$ cat config.mk
export PLATFORM = sky130hd
export DESIGN_NAME = sat_addsub
export DESIGN_NICKNAME = d
export VERILOG_FILES = /design/src/rtl/sat_addsub_pkg.sv /design/src/rtl/sat_operand_prep.sv /design/src/rtl/sat_ripple_chain.sv /design/src/rtl/sat_clamp.sv /design/src/rtl/sat_addsub.sv
export SDC_FILE = /design/constraint.sdc
export NUM_CORES = 1
export LEC_CHECK = 0
export CAP_MARGIN = 20
export CORE_UTILIZATION = 30
export DETAILED_ROUTE_END_ITERATION = 10
export DONT_BUFFER_PORTS = 1
export PLACE_DENSITY = 0.56
export SYNTH_ARGS = -nofsm -noshare
export SYNTH_HDL_FRONTEND = slang
export SYNTH_SLANG_ARGS = --single-unit
$ cat constraint.sdc
create_clock -name vclk -period 15.19
set_clock_uncertainty 0.05 [all_clocks]
set_input_delay 1.519 -clock vclk [all_inputs]
set_output_delay 1.519 -clock vclk [all_outputs]
set_load 0.02 [all_outputs]
$ cat src/rtl/sat_addsub_pkg.sv
package sat_addsub_pkg;

    typedef enum logic {
        OP_ADD = 1'b0,
        OP_SUB = 1'b1
    } op_e;

    typedef enum logic {
        FMT_UNSIGNED = 1'b0,
        FMT_SIGNED   = 1'b1
    } fmt_e;

endpackage

$ cat src/rtl/sat_operand_prep.sv
module sat_operand_prep #(
    parameter int K = 8
) (
    input  logic [K-1:0]        b_raw,
    input  logic                cin_raw,
    input  sat_addsub_pkg::op_e op,
    output logic [K-1:0]        b_eff,
    output logic                cin_eff
);
    import sat_addsub_pkg::*;

    always_comb begin
        unique case (op)
            OP_SUB: begin
                b_eff   = ~b_raw;
                cin_eff = 1'b1;
            end
            default: begin
                b_eff   = b_raw;
                cin_eff = cin_raw;
            end
        endcase
    end
endmodule

$ cat src/rtl/sat_ripple_chain.sv
module sat_ripple_chain #(
    parameter int K = 8
) (
    input  logic [K-1:0] x,
    input  logic [K-1:0] y,
    input  logic         cin,
    output logic [K-1:0] sum,
    output logic [K:0]   carry
);
    assign carry[0] = cin;

    for (genvar i = 0; i < K; i++) begin : g_bit
        logic prop;
        logic gen;
        assign prop       = x[i] ^ y[i];
        assign gen        = x[i] & y[i];
        assign sum[i]     = prop ^ carry[i];
        assign carry[i+1] = gen | (prop & carry[i]);
    end
endmodule

$ cat src/rtl/sat_clamp.sv
module sat_clamp #(
    parameter int K = 8
) (
    input  logic [K-1:0]         wrap,
    input  logic                 over,
    input  logic                 clamp_en,
    input  logic                 a_msb,
    input  sat_addsub_pkg::op_e  op,
    input  sat_addsub_pkg::fmt_e fmt,
    output logic [K-1:0]         res,
    output logic                 hit
);
    import sat_addsub_pkg::*;

    localparam logic [K-1:0] SMAX = {1'b0, {(K-1){1'b1}}};
    localparam logic [K-1:0] SMIN = {1'b1, {(K-1){1'b0}}};
    localparam logic [K-1:0] UMAX = {K{1'b1}};
    localparam logic [K-1:0] UMIN = {K{1'b0}};

    logic [K-1:0] limit;

    always_comb begin
        unique case (fmt)
            FMT_SIGNED:  limit = a_msb ? SMIN : SMAX;
            default:     limit = (op == OP_SUB) ? UMIN : UMAX;
        endcase
    end

    assign hit = clamp_en & over;
    assign res = hit ? limit : wrap;
endmodule

$ cat src/rtl/sat_addsub.sv
module sat_addsub #(
    parameter int K = 8
) (
    input  logic [K-1:0] a_in,
    input  logic [K-1:0] b_in,
    input  logic         carry_in,
    input  logic         op_sub,
    input  logic         fmt_signed,
    input  logic         clamp_en,
    output logic [K-1:0] result,
    output logic         carry_out,
    output logic         range_err,
    output logic         neg_flag,
    output logic         zero_flag,
    output logic         clamped
);
    import sat_addsub_pkg::*;

    op_e          op;
    fmt_e         fmt;
    logic [K-1:0] b_eff;
    logic         cin_eff;
    logic [K-1:0] wrap_sum;
    logic [K:0]   chain_c;
    logic         c_into_msb;

    assign op  = op_e'(op_sub);
    assign fmt = fmt_e'(fmt_signed);

    sat_operand_prep #(.K(K)) u_prep (
        .b_raw   (b_in),
        .cin_raw (carry_in),
        .op      (op),
        .b_eff   (b_eff),
        .cin_eff (cin_eff)
    );

    sat_ripple_chain #(.K(K)) u_chain (
        .x     (a_in),
        .y     (b_eff),
        .cin   (cin_eff),
        .sum   (wrap_sum),
        .carry (chain_c)
    );

    assign c_into_msb = chain_c[K-1];
    assign carry_out  = chain_c[K];

    always_comb begin
        unique case (fmt)
            FMT_SIGNED: range_err = c_into_msb ^ carry_out;
            default:    range_err = (op == OP_SUB) ? ~carry_out : carry_out;
        endcase
    end

    assign neg_flag  = wrap_sum[K-1];
    assign zero_flag = ~|wrap_sum;

    sat_clamp #(.K(K)) u_clamp (
        .wrap     (wrap_sum),
        .over     (range_err),
        .clamp_en (clamp_en),
        .a_msb    (a_in[K-1]),
        .op       (op),
        .fmt      (fmt),
        .res      (result),
        .hit      (clamped)
    );
endmodule

==> impl_metrics.csv <==
group,metric,value,unit
power_and_ir_drop,power_leakage,0.183,nW
logic_synthesis,synth_common_cells,"11 x inv_1, 8 x fa_1, 8 x xnor2_1",
floorplanning,start_util,32.6,%
routing,wl,825,µm
cts,cts_resized,0,
power_and_ir_drop,power.internal,0.0000104,W
placed_design,portBuffers,0,
routing,antenna_left,0,
layout,clkbuf_count,0,
routing,drc,0,
power_and_ir_drop,switchingPower,0.0000248,W
placed_design,dp_hpwl,764,µm
routing,firstDrtPassIters,2,
setup_path,cp-start-kind,"input pin",
flow_run,maxCapViolCount,0,
setup_path,worstSetupPathType,"input pin to output port",
sta,finalMaxSlewViolations,0,
setup_path,cp_top_family,"adder cells",
logic_synthesis,netlist_top_cells_area,"fa_1 38%, xnor2_1 17%, inv_1 9.7%, o21ai_0 8.3%, xor2_1 4.1%",
layout,antennaDiodeCount,0,
placed_design,routabilityCongestion,0.640,
layout,flops_and_latches,0,
sta,relSlewSlack,54.7,%
power_and_ir_drop,switching_share,70.5,%
logic_synthesis,ys_seq_area_share,0,%
logic_synthesis,synthDistinctLibCells,18,
worst_hold_path,min_path_cells,2,
placed_design,pre_cts_slack,7.41,ns
grt,grt-ovfl-total,0,
setup_path,cp_common_cell,"fa_1",
floorplanning,coreArea,1300,µm²
setup_path,cp.arrival,6.21,ns
logic_synthesis,avgSynthCellArea,8.32,µm²
power_and_ir_drop,vdd_ir_drop_max,0.0000343,V
setup_path,cp_cell_sequence,"xor2_1 > fa_1 > inv_1 > fa_1 > fa_1 > fa_1 > fa_1 > fa_1 > fa_1 > fa_1 > inv_1 > nand2_1 > mux2i_2 > mux2i_1",
floorplanning,rows,13,
sta,rsz0062_at_grt,"false",
setup_path,cp_num_buf_inv,2,
sta,tns,0,ns
worst_hold_path,hp-start,"clamp_en",
floorplanning,die_h,39.6,µm
worst_hold_path,min_to,"clamped",
layout,area_growth,3.24,%
grt,grt_pass1_vias,292,
layout,seq_area,0,µm²
sta,hold_viol_final,0,
logic_synthesis,yosys.area.top_type,"fa_1",
grt,grt_max_degree,12,
run_status,outcome,"complete, no violations",
power_and_ir_drop,p_clk_share,0,%
grt,grt_antenna_before_repair,0,
placed_design,dp_cells,65,
floorplanning,pin_count,33,
sta,worst_pin_slew,0.673,ns
logic_synthesis,synth_warnings,0,
floorplanning,die_w,39.6,µm
logic_synthesis,synth_top_area_share,37.8,%
logic_synthesis,synth_area,424,µm²
floorplanning,dieArea,1570,µm²
logic_synthesis,yosysMostFrequentCell,"inv_1",
layout,drive_gt1_share,12.0,%
routing,wl_per_cell,12.7,µm
power_and_ir_drop,cellPowerDensity,80.3,nW/µm²
cts,post_cts_buffers,0,
routing,viasPerCell,4.95,
setup_path,cp.required,13.62,ns
sta,min_period,7.78,ns
grt,grt_use_total,11.3,%
setup_path,slowest_delay,0.54,ns
logic_synthesis,syn_inst,51,
logic_synthesis,syn_nets,79,
layout,finalNonFillerCells,65,
sta,max_freq,129,MHz
routing,vias,322,
sta,timing.final.crit_share,51.2,%
power_and_ir_drop,pwr-share-comb,100.0,%
layout,fin_util,33.7,%
sta,worst_slack,7.41,ns
grt,grt_pass1_wl,1220,µm
power_and_ir_drop,seq_power_share,0,%
sta,report.final.setup_viol,0,
routing,drt_iter0_markers,7,
layout,nets,80,
worst_hold_path,hp-class,"input pin to output port",
setup_path,cpMaxStageDelayCell,"mux2i_1",
setup_path,crit_path_max_fanout,11,
setup_path,endpoint_kind,"output port",
cts,cts_hold_buffers,0,
-- placed cells by master, fill, tap and decap left out --
master   count
a21oi_1      1
nor2_1       1
xnor2_1      8
nor2_2       1
o21ai_0      7
o21ai_2      1
fa_1         8
inv_1       11
nand4_1      2
xor2_1       2
or2_2        1
nor3_1       1
a21oi_2      1
and3_2       1
nand2_1      2
mux2i_1      1
mux2i_2      1
-- metrics by stage --
step           total power, W  cell area (µm²)  hold WS (ns)
6_report            0.0000352              438          3.22
5_1_grt             0.0000399              438          3.27
4_1_cts             0.0000357              438          3.22
3_5_place_dp        0.0000357              438          3.22
3_3_place_gp        0.0000351              438          3.22
2_1_floorplan       0.0000315              424          3.20
-- area by class of cell --
| class | instances | area (µm²) |
|---|---|---|
| fill | 149 | 863 |
| multi-input combinational | 39 | 378 |
| inverter | 11 | 41.3 |
| tap | 15 | 18.8 |
-- cell families after synthesis --
family          synth area share, %
fa+ha+maj                      37.8
buf+inv                        10.9
xor+xnor                       20.7
mux                            5.60
simple gates                   11.5
compound gates                 13.6
-- how the worst max path moves through the flow --
stage / start / endpoint / slack, ns / cells after the start
CTS: op_sub / result[7] / 7.40 / 14
global placement: op_sub / result[7] / 7.44 / 14
detailed placement: op_sub / result[7] / 7.41 / 14
floorplan: op_sub / result[7] / 7.43 / 15
global route: op_sub / result[7] / 7.11 / 14
finish: op_sub / result[7] / 7.41 / 14
-- metal layers --
| metal | GRT usage, % | up-vias | part of all wire [%] | wire (µm) |
|---|---|---|---|---|
| met4 | 0 | 0 | 0 | 0 |
| met5 | 0 | - | 0 | 0 |
| met2 | 19.7 | 21 | 42 | 347 |
| met3 | 4.55 | 0 | 16 | 131 |
| li1 | - | 158 | - | - |
| met1 | 13.6 | 143 | 42 | 346 |
-- power groups by stage --
stage               sequential, W  clock, W  combinational, W
finish                          0         0         0.0000352
global route                    0         0         0.0000399
CTS                             0         0         0.0000357
detailed placement              0         0         0.0000357
global placement                0         0         0.0000351
floorplan                       0         0         0.0000315
Note: power is estimated with default switching activity, not from simulation.
